`src/rtl/sd_rsp_pkg.sv`:
```
package sd_rsp_pkg;
  localparam int RSP_W_D    = 48;
  localparam int IDX_W_D    = 6;
  localparam int CRC_W_D    = 7;
  localparam int TO_CYC_D   = 64;
  localparam logic [6:0] CRC_POLY_D = 7'h09;

  typedef enum logic [1:0] {
    ST_IDLE = 2'd0,
    ST_WAIT = 2'd1,
    ST_RECV = 2'd2
  } rsp_st_e;
endpackage

```
`src/rtl/sd_rsp_ctrl.sv`:
```
module sd_rsp_ctrl
  import sd_rsp_pkg::*;
#(
  parameter int RSP_W    = 48,
  parameter int IDX_W    = 6,
  parameter int CRC_W    = 7,
  parameter int TO_CYC   = 64
) (
  input  logic             clk_i,
  input  logic             rst_ni,
  input  logic             cmd_sent_i,
  input  logic [IDX_W-1:0] cmd_idx_i,
  input  logic             rsp_exp_i,
  input  logic             host_drv_i,
  input  logic             cmd_i,
  input  logic             idx_bad_i,
  input  logic             crc_bad_i,
  input  logic             end_bad_i,
  output logic [IDX_W-1:0] exp_idx_o,
  output logic             shift_en_o,
  output logic             crc_en_o,
  output logic             crc_clr_o,
  output logic             timeout_err_o,
  output logic             crc_err_o,
  output logic             end_err_o,
  output logic             idx_err_o,
  output logic             done_o
);
  localparam int CRC_SPAN = RSP_W - CRC_W - 1;
  localparam int CNT_MAX  = (TO_CYC > RSP_W) ? TO_CYC : RSP_W;
  localparam int CNT_W    = $clog2(CNT_MAX + 1);

  rsp_st_e          st_q, st_d;
  logic [CNT_W-1:0] cnt_q, cnt_d;
  logic [IDX_W-1:0] idx_q;
  logic busy, conflict, accept, start, last, to_hit;
  logic done_d, to_d, crc_d, end_d, idx_d;

  always_comb begin
    busy     = (st_q != ST_IDLE);
    conflict = busy && host_drv_i && !cmd_i;
    accept   = (st_q == ST_IDLE) && cmd_sent_i;
    start    = (st_q == ST_WAIT) && !cmd_i && !conflict;
    to_hit   = (st_q == ST_WAIT) && cmd_i && !conflict
               && (cnt_q == CNT_W'(TO_CYC - 1));
    last     = (st_q == ST_RECV) && !conflict
               && (cnt_q == CNT_W'(RSP_W - 1));
  end

  assign shift_en_o = start || ((st_q == ST_RECV) && !conflict);
  assign crc_en_o   = start || ((st_q == ST_RECV) && !conflict
                                && (cnt_q < CNT_W'(CRC_SPAN)));
  assign crc_clr_o  = accept;
  assign exp_idx_o  = idx_q;

  always_comb begin
    st_d  = st_q;
    cnt_d = cnt_q;
    unique case (st_q)
      ST_IDLE: begin
        if (accept && rsp_exp_i) begin
          st_d  = ST_WAIT;
          cnt_d = '0;
        end
      end
      ST_WAIT: begin
        if (conflict || to_hit) begin
          st_d = ST_IDLE;
        end else if (start) begin
          st_d  = ST_RECV;
          cnt_d = CNT_W'(1);
        end else begin
          cnt_d = cnt_q + 1'b1;
        end
      end
      ST_RECV: begin
        if (conflict || last) st_d = ST_IDLE;
        else                  cnt_d = cnt_q + 1'b1;
      end
      default: st_d = ST_IDLE;
    endcase
  end

  always_comb begin
    done_d = (accept && !rsp_exp_i) || conflict || to_hit || last;
    to_d   = conflict || to_hit;
    crc_d  = conflict || (last && crc_bad_i);
    end_d  = last && end_bad_i;
    idx_d  = last && idx_bad_i;
  end

  always_ff @(posedge clk_i or negedge rst_ni) begin
    if (!rst_ni) begin
      st_q          <= ST_IDLE;
      cnt_q         <= '0;
      idx_q         <= '0;
      done_o        <= 1'b0;
      timeout_err_o <= 1'b0;
      crc_err_o     <= 1'b0;
      end_err_o     <= 1'b0;
      idx_err_o     <= 1'b0;
    end else begin
      st_q          <= st_d;
      cnt_q         <= cnt_d;
      if (accept) idx_q <= cmd_idx_i;
      done_o        <= done_d;
      timeout_err_o <= to_d;
      crc_err_o     <= crc_d;
      end_err_o     <= end_d;
      idx_err_o     <= idx_d;
    end
  end


  conflict_chk: assert property (@(posedge clk_i) disable iff (!rst_ni)
    (busy && host_drv_i && !cmd_i) |=> (timeout_err_o && crc_err_o && done_o && (st_q == ST_IDLE)));


  done_pulse_chk: assert property (@(posedge clk_i) disable iff (!rst_ni)
    done_o |=> !done_o);


  flag_needs_done_chk: assert property (@(posedge clk_i) disable iff (!rst_ni)
    (timeout_err_o || crc_err_o || end_err_o || idx_err_o) |-> done_o);


  no_rsp_chk: assert property (@(posedge clk_i) disable iff (!rst_ni)
    ((st_q == ST_IDLE) && cmd_sent_i && !rsp_exp_i)
      |=> (done_o && !timeout_err_o && !crc_err_o && !end_err_o && !idx_err_o));


  exp_idx_hold_chk: assert property (@(posedge clk_i) disable iff (!rst_ni)
    (busy && cmd_sent_i) |=> $stable(exp_idx_o));


  timeout_excl_chk: assert property (@(posedge clk_i) disable iff (!rst_ni)
    (timeout_err_o && !crc_err_o) |-> (!end_err_o && !idx_err_o));
endmodule

```
`config.mk`:
```
export PLATFORM = sky130hd
export DESIGN_NAME = sd_rsp_ctrl
export DESIGN_NICKNAME = d
export VERILOG_FILES = /design/src/rtl/sd_rsp_pkg.sv /design/src/rtl/sd_rsp_ctrl.sv
export SDC_FILE = /design/constraint.sdc
export NUM_CORES = 1
export LEC_CHECK = 0
export BUFFER_PORTS_ARGS = -buffer_cell sky130_fd_sc_hd__buf_2
export CORE_ASPECT_RATIO = 0.75
export CORE_MARGIN = 4
export CORE_UTILIZATION = 53
export CTS_BUF_LIST = sky130_fd_sc_hd__clkbuf_2 sky130_fd_sc_hd__clkbuf_4 sky130_fd_sc_hd__clkbuf_8
export DETAILED_ROUTE_END_ITERATION = 10
export PLACE_DENSITY_LB_ADDON = 0.25
export SYNTH_ARGS = -nofsm -noshare
export SYNTH_HDL_FRONTEND = slang
export SYNTH_SLANG_ARGS = --single-unit
```
`constraint.sdc`:
```
create_clock -name clk_i -period 2.88 [get_ports clk_i]
set_input_delay 0.432 -clock clk_i [delete_from_list [all_inputs] [get_ports clk_i]]
set_output_delay 0.432 -clock clk_i [all_outputs]
set_load 0.05 [all_outputs]
```
==> results_dict.tcl, run 1 <==
set metrics [dict create \
    status "complete, no violations" \
    skew_ps 18.8 \
    report.final.hold_viol_count 0 \
    grt_start_max_net_pins 21 \
    design_area_mm2 0.00127 \
    drc_errors 0 \
    grt_pass1_wl_um 3610 \
    cpPeakStageDelay_ps 400 \
    fin_setup_tns_ps 0 \
    detail_route.first_pass.iterations 4 \
    leakagePower_nw 0.642 \
    cts_hold_buf 0 \
    worst_pin_slew_ps 794 \
    nets 154 \
    yosys_register_bits 20 \
    areaGrowthSynthToFinish_pct 20.4 \
    max_cap_violations 0 \
    yosys_warnings 0 \
    synth_edf_count 0 \
    p_total_w 0.00134 \
    cts-root-buf "clkbuf_4" \
    drt_iter0_drc 16 \
    grt.overflow.total 0 \
    synth_area_mm2 0.00106 \
    hold_slack_ps 34.6 \
    synthFlopType "dfrtp_1" \
    die_x_um 59.6 \
    pin_count 29 \
    setup_slack_ps 483 \
    portBuffers 28 \
    grt_usage_pct 18.1 \
    place_congestion 0.874 \
    ys_top_cells_by_area "dfrtp_1 (47%), mux2_2 (6.4%), ha_1 (5.9%)" \
    cp-end-kind "output port" \
    timing.fmax_mhz 417 \
    setup_viol_count_final 0 \
    drv_slew 0 \
    syn_area_per_cell_um2 10.4 \
    clkSinkCount 20 \
    cp.required_ps 2450 \
    powerDensity_mw_per_mm2 1050 \
    grt_pass1_vias 800 \
    insertedDiodeCount 0 \
    finalCritPeriodShare_pct 83.2 \
    cts_resized 0 \
    core_mm2 0.00181 \
    criticalPathCategory "flip-flop to output port" \
    hpwl_um 1830 \
    max-slew-margin-rel_pct 46.6 \
    initial_core_util_pct 58.6 \
    dieArea_mm2 0.00278 \
    fp.dieH_um 46.7 \
    clockBufferDepth 2 \
    synth_common_cells "dfrtp_1 (20), nand2_1 (13), nor2_1 (8), o21ai_1 (8), mux2_2 (6)" \
    postCtsSetupBuffers 0 \
    ys_types 32 \
    drive_gt1_share_pct 32.3 \
    critPathMaxFanout 7 \
    cts_tree "yes" \
    crit_arrival_ps 1960 \
    num-fill-cells 138 \
    synth-async-reset-ratio_pct 100 \
    vias 878 \
    syn-instance-count 102 \
    dpl-instance-area_mm2 0.00122 \
    antenna_found_initial 0 \
    worstSetupStartpointType "flip-flop" \
    grt_setup_unrepaired "no" \
    rows 13 \
    routedWlPerCell_um 14.8 \
    peakVddDrop_mv 0.705 \
    layout_min_cycle_time_ps 2400 \
    pre_cts_slack_ps 673 \
    syn_nets 122 \
    hold_path_class "input pin to async pin" \
    clk_transition_reported_paths_ps 120 \
    path_cells "inv_1 > ha_1 > or3b_1 > nand2_1 > o31ai_1 > buf_2" \
    drtAntennaViolNets 0 \
    routed_via_density 5.66 \
    seq_area_um2 500 \
    yosys.area.top_type "dfrtp_1" \
    wl_um 2290 \
    numCtsBuffers 3 \
    synth-seq-area-share_pct 47.3 \
    multi_input_area_um2 539 \
    netlist.area_leader.share_pct 47.3 \
    synth_most_common_cell "dfrtp_1" \
    cts-htree-levels 1 \
    clk-insertion-delay-late_ps 320 \
    cpMaxStageDelayCell "dfrtp_1" \
]
## per-layer routing
layer  part of all wire (%)  GRT usage, %  vias to the layer above  wire, um
li1                       -             -                      422         -
met1                     47          24.2                      427      1090
met2                     46          27.9                       25      1050
met3                    5.6          5.88                        4       129
met4                    1.0          6.64                        0        24
met5                      0             0                        -         0
## through the flow
| step | util (%) | instances |
|---|---|---|
| finish | 70.6 | 155 |
| global route | 70.6 | 155 |
| CTS | 70.6 | 155 |
| detailed placement | 67.7 | 151 |
| global placement | 67.7 | 151 |
| floorplan | - | 102 |
## placed cells by master (no fill, tap or decap), types with 2 or more instances in the layout
cell and count:
nor2_1 8, inv_1 4, buf_2 28, dfrtp_1 20, o31ai_1 4, mux2_2 6
o21ai_0 2, o21ai_1 8, o21a_1 2, nand2_1 13, nand3_1 2, ha_1 5
clkbuf_4 3, and2_1 3, nor2b_1 4, nor3_1 2, nand2b_1 2
## cell type report
| cell class | count | area share [%] |
|---|---|---|
| Multi-Input combinational cell | 77 | 42.3 |
| Sequential cell | 20 | 39.3 |
| Timing Repair Buffer | 28 | 11.0 |
| Clock inverter | 1 | 2.36 |
| Tap cell | 22 | 2.16 |
| Clock buffer | 3 | 1.77 |
| Inverter | 4 | 1.18 |
## cell families after synthesis
family | count (synthesis) | synth area share (%)
AO/OA/AOI/OAI | 23 | 16.8
adder cells (fa/ha/maj) | 5 | 5.91
buffers and inverters | 5 | 1.77
flip-flops | 20 | 47.3
multiplexers | 7 | 7.45
AND/OR/NAND/NOR | 42 | 20.8
## report_power, final
part	internal [W]	switching (W)	total, W	leakage (nW)
Sequential	0.000354	0.0000379	0.000392	0.260
Combinational	0.000220	0.000496	0.000715	0.353
Clock	0.000141	0.0000881	0.000229	0.0279
## path summary, 6_finish.rpt
path,start,end,slack [ps],cells after the start
max in group asynchronous,rst_ni,cnt_q[1],2520,1
min in group clk_i,crc_bad_i,crc_err_o,310,3
max,st_q[0],crc_en_o,480,6
max reg2reg,st_q[0],cnt_q[4],670,7
min,rst_ni,cnt_q[4],30,1
min reg2reg,exp_idx_o[2],exp_idx_o[2],520,1
## flip-flops by register name, indices dropped and copies added, names as in the netlist
name and count:
cnt_q 7, exp_idx_o 6, st_q 2, crc_err_o 1
done_o 1, end_err_o 1, idx_err_o 1, timeout_err_o 1
## critical path, delay by kind of cell, from the launching register on
| family | cells | cell delay, ps |
|---|---|---|
| buf+inv | 2 | 420 |
| fa+ha+maj | 1 | 280 |
| compound gates | 1 | 270 |
| flops | 1 | 400 |
| simple gates | 2 | 290 |
(Power assumes the default switching activity.)
==> run 2: changes to the inputs <==
==> constraint.sdc (replaced) <==
create_clock -name clk_i -period 2.5 [get_ports clk_i]
set_input_delay 0.375 -clock clk_i [delete_from_list [all_inputs] [get_ports clk_i]]
set_output_delay 0.375 -clock clk_i [all_outputs]
set_load 0.05 [all_outputs]
==> results_dict.tcl, run 2 (synthesis results as in run 1) <==
set metrics [dict create \
    status "complete, no violations" \
    leakagePower_nw 0.653 \
    wl_um 2310 \
    endpoint "crc_en_o" \
    powerDensity_mw_per_mm2 1200 \
    core_mm2 0.00181 \
    detail_route.first_pass.iterations 4 \
    clk-insertion-delay-late_ps 320 \
    peakVddDrop_mv 0.802 \
    areaGrowthSynthToFinish_pct 22.8 \
    clk_transition_reported_paths_ps 130 \
    critPathMaxFanout 7 \
    p_total_w 0.00156 \
    grt.overflow.total 0 \
    worstSetupStartpointType "flip-flop" \
    power.net_switching_w 0.000719 \
    hpwl_um 1720 \
    routed_via_density 5.55 \
    cts-root-buf "clkbuf_4" \
    grt_usage_pct 19.3 \
    max_cap_violations 0 \
    timing.fmax_mhz 432 \
    cp-startpoint "st_q[0]" \
    largest_reg_flops 7 \
    cp-end-kind "output port" \
    cts-htree-levels 1 \
    cts_tree "yes" \
    r2r_start "st_q[0]" \
    worst_pin_slew_ps 450 \
    initial_core_util_pct 58.6 \
    rows 13 \
    grt_pass1_vias 819 \
    p_sw_share_pct 46.2 \
    cpMaxStageDelayCell "or3b_1" \
    antenna_found_initial 0 \
    place_congestion 0.887 \
    skew_ps 20.4 \
    finalCritPeriodShare_pct 92.6 \
    regMostFlops "cnt_q" \
    portBuffers 28 \
    nets 156 \
    pre_cts_slack_ps 269 \
    crit_arrival_ps 1940 \
    fp.dieH_um 46.7 \
    clockBufferDepth 2 \
    path_cells "inv_1 > ha_1 > or3b_1 > nand2_1 > o31ai_2 > clkbuf_4" \
    power_frac_comb_pct 53.9 \
    fin_setup_tns_ps 0 \
    numCtsBuffers 3 \
    insertedDiodeCount 0 \
    max-slew-margin-rel_pct 69.9 \
    hold_path_class "input pin to flip-flop" \
    report.final.hold_viol_count 0 \
    drv_slew 0 \
    fin_util_pct 72.0 \
    criticalPathCategory "flip-flop to output port" \
    clockPowerShare_pct 17.2 \
    die_x_um 59.6 \
    r2r_cells 7 \
    r2r_slack_ps 260 \
    cp.required_ps 2120 \
    setup_slack_ps 186 \
    vias 872 \
    pin_count 29 \
    drc_errors 0 \
    drtAntennaViolNets 0 \
    drt_iter0_drc 14 \
    clkSinkCount 20 \
    final_cell_mix "buf_2 (27), dfrtp_1 (20), nand2_1 (13)" \
    grt_start_max_net_pins 21 \
    worst_r2r_endpoint "cnt_q[5]" \
    cpPeakStageDelay_ps 410 \
    p_int_w 0.000837 \
    drive_gt1_share_pct 33.3 \
    grt_setup_unrepaired "no" \
    final_common_cell "buf_2" \
    grt_pass1_wl_um 3860 \
    setup_viol_count_final 0 \
    power.share.sequential_pct 29.0 \
    routedWlPerCell_um 14.7 \
    dieArea_mm2 0.00278 \
    layout_min_cycle_time_ps 2310 \
]
run 2: changes by cell type in the layout (fill, tap and decap cells not counted):
cell	previous run	this run
dlygate4sd3_1	0	1
o31ai_1	4	3
o31ai_2	1	2
clkbuf_4	3	4
buf_2	28	27
buf_4	0	1
run 2: repair_timing:
action	in CTS	in global routing
gates resized for setup	0	1
hold buffers	1	0
hold endpoints to repair	12	0
buffers inserted	0	0
endpoints found under the setup margin	0	1
run 2: routing by layer:
| metal | GRT usage [%] | vias to the layer above | wire length [um] |
|---|---|---|---|
| met5 | 0 | - | 0 |
| met4 | 6.64 | 0 | 16 |
| met3 | 5.60 | 2 | 181 |
| met2 | 31.4 | 31 | 1090 |
| met1 | 25.1 | 411 | 1020 |
| li1 | - | 428 | - |
run 2: worst min path at each step:
stage | start | end | slack, ps | cells after the start
after floorplan | rst_ni | cnt_q[0] | 80 | 0
after global placement | rst_ni | cnt_q[3] | 340 | 1
after detailed placement | rst_ni | cnt_q[4] | 350 | 1
after CTS | end_bad_i | end_err_o | 250 | 2
after global routing | end_bad_i | end_err_o | 240 | 2
final | end_bad_i | end_err_o | 250 | 2
run 2: area by class of cell:
cell class / instances / area, um2
Multi-Input combinational cell: 77 / 544
Clock buffer: 3 / 22.5
Timing Repair Buffer: 30 / 160
Clock inverter: 1 / 30.0
Fill cell: 119 / 505
Sequential cell: 20 / 500
Inverter: 4 / 15.0
Tap cell: 22 / 27.5
run 2: worst max-delay path, delay by kind of cell (launching register included):
kind	cells	cell delay, ps
AO/OA/AOI/OAI	1	80
adder cells (fa/ha/maj)	1	280
buffers and inverters	2	300
flip-flops	1	390
AND/OR/NAND/NOR	2	590
run 2: power groups by stage:
stage / sequential [W] / clock (W) / combinational, W
after global placement: 0.000451 / 0 / 0.000811
after CTS: 0.000451 / 0.000272 / 0.000840
after floorplan: 0.000673 / 0 / 0.000424
final: 0.000451 / 0.000267 / 0.000838
after global routing: 0.000462 / 0.000291 / 0.000906
after detailed placement: 0.000457 / 0 / 0.000829
run 2: stage by stage:
stage,hold WS (ps),instance area (um2),cells
6_report,249,1300,157
5_1_grt,235,1300,157
4_1_cts,251,1300,157
3_5_place_dp,347,1230,152
3_3_place_gp,341,1230,152
2_1_floorplan,79.4,1060,102
==> run 3: changes to the inputs <==
--- a/config.mk
+++ b/config.mk
@@ -11,7 +11,8 @@
 export CORE_UTILIZATION = 53
 export CTS_BUF_LIST = sky130_fd_sc_hd__clkbuf_2 sky130_fd_sc_hd__clkbuf_4 sky130_fd_sc_hd__clkbuf_8
 export DETAILED_ROUTE_END_ITERATION = 10
-export PLACE_DENSITY_LB_ADDON = 0.25
+export GPL_TIMING_DRIVEN = 1
+export PLACE_DENSITY = 0.79
 export SYNTH_ARGS = -nofsm -noshare
 export SYNTH_HDL_FRONTEND = slang
 export SYNTH_SLANG_ARGS = --single-unit
==> results_dict.tcl, run 3 (synthesis results as in run 1) <==
set metrics [dict create \
    status "complete, no violations" \
    fp.dieH_um 46.7 \
    cts-htree-levels 1 \
    peakVddDrop_mv 0.849 \
    finalCritPeriodShare_pct 92.2 \
    antenna_found_initial 0 \
    wl_met3_um 135 \
    report.final.hold_viol_count 0 \
    wl_met2_um 1140 \
    areaGrowthSynthToFinish_pct 22.6 \
    setup_slack_ps 194 \
    grt_pass1_wl_um 3720 \
    seq_area_um2 500 \
    grt_usage_pct 18.2 \
    cts_resized 0 \
    drt_iter0_drc 25 \
    leakagePower_nw 0.653 \
    critPathMaxFanout 7 \
    numCtsBuffers 3 \
    fin_setup_tns_ps 0 \
    wl_um 2370 \
    vias 872 \
    final_cell_mix "buf_2 (28), dfrtp_1 (20), nand2_1 (13)" \
    drive_gt1_share_pct 33.3 \
    place_congestion 0.896 \
    pin_count 29 \
    layout_min_cycle_time_ps 2310 \
    die_x_um 59.6 \
    routed_via_density 5.55 \
    r2r_slack_ps 270 \
    postCtsSetupBuffers 0 \
    top_layer "met4" \
    design_area_mm2 0.00130 \
    multi_input_area_um2 544 \
    hpwl_um 1800 \
    max_cap_violations 0 \
    worst_pin_slew_ps 441 \
    portBuffers 28 \
    drv_slew 0 \
    detail_route.first_pass.iterations 4 \
    dpl-instance-area_mm2 0.00123 \
    drtAntennaViolNets 0 \
    cp-end-kind "output port" \
    grt_start_max_net_pins 21 \
    regMostFlops "cnt_q" \
    rows 13 \
    skew_ps 12.3 \
    grt_pass1_vias 839 \
    worstSetupStartpointType "flip-flop" \
    largest_reg_flops 7 \
    setup_viol_count_final 0 \
    powerDensity_mw_per_mm2 1200 \
    clk-insertion-delay-late_ps 310 \
    nets 156 \
    criticalPathCategory "flip-flop to output port" \
    m1WireLength_um 1090 \
    num-fill-cells 131 \
    fin_util_pct 71.9 \
    initial_core_util_pct 58.6 \
    routedWlPerCell_um 15.1 \
    timing.fmax_mhz 434 \
    cts-root-buf "clkbuf_4" \
    clkSinkCount 20 \
    grt_setup_unrepaired "no" \
    grt.overflow.total 0 \
    clockBufferDepth 2 \
    clk_transition_reported_paths_ps 120 \
    max-slew-margin-rel_pct 70.6 \
    p_total_w 0.00156 \
    final_common_cell "buf_2" \
    drc_errors 0 \
    cp.required_ps 2120 \
    cts_tree "yes" \
    insertedDiodeCount 0 \
    crit_arrival_ps 1930 \
    dieArea_mm2 0.00278 \
    pre_cts_slack_ps 294 \
    hold_path_class "input pin to flip-flop" \
    core_mm2 0.00181 \
]
## run 3: changes by cell type in the layout (fill, tap and decap cells not counted)
cell	before	now
buf_2	27	28
clkbuf_4	4	3
## run 3: critical path, cell delays in order (launching register included)
cell	delay [ps]
dfrtp_1	420
inv_1	120
ha_1	270
or3b_1	160
nand2_1	120
o31ai_2	230
buf_2	300
## run 3: report_power, final
group	internal [W]	switching (W)	total (W)	leakage (nW)
registers	0.000408	0.0000442	0.000452	0.260
logic	0.000264	0.000581	0.000846	0.365
clock network	0.000162	0.000100	0.000263	0.0279
## run 3: path summary, 6_finish.rpt
kind                                   start      endpoint  cells past startpoint
worst max-delay path                 st_q[1]      crc_en_o                      6
min in group asynchronous             rst_ni      cnt_q[4]                      2
worst max register to register       st_q[1]      cnt_q[5]                      7
max in group asynchronous             rst_ni      cnt_q[1]                      2
worst min-delay path               crc_bad_i     crc_err_o                      3
worst min register to register  exp_idx_o[1]  exp_idx_o[1]                      1
## run 3: stage by stage
step,hold WS (ps),instances
after detailed placement,346,152
after floorplan,79.4,102
final,266,157
after global placement,339,152
after CTS,254,157
after global routing,268,157
## run 3: layout make-up
| cell class | instances | share of cell area [%] |
|---|---|---|
| multi-input cells | 77 | 41.9 |
| flip-flops and latches | 20 | 38.6 |
| repair buffers | 30 | 12.2 |
| clock inverters | 1 | 2.31 |
| well taps | 22 | 2.12 |
| clock buffers | 3 | 1.74 |
| inverters | 4 | 1.16 |
## run 3: what timing repair did
action                                  4_1_cts  5_1_grt
hold buffers                                  1        0
endpoints found under the setup margin        0        0
hold endpoints to repair                     12        0
## run 3: layer usage
layer	up-vias	GRT usage, %
met3	2	5.32
met2	21	30.3
met5	-	0
met1	419	23.9
met4	0	3.98
li1	430	-
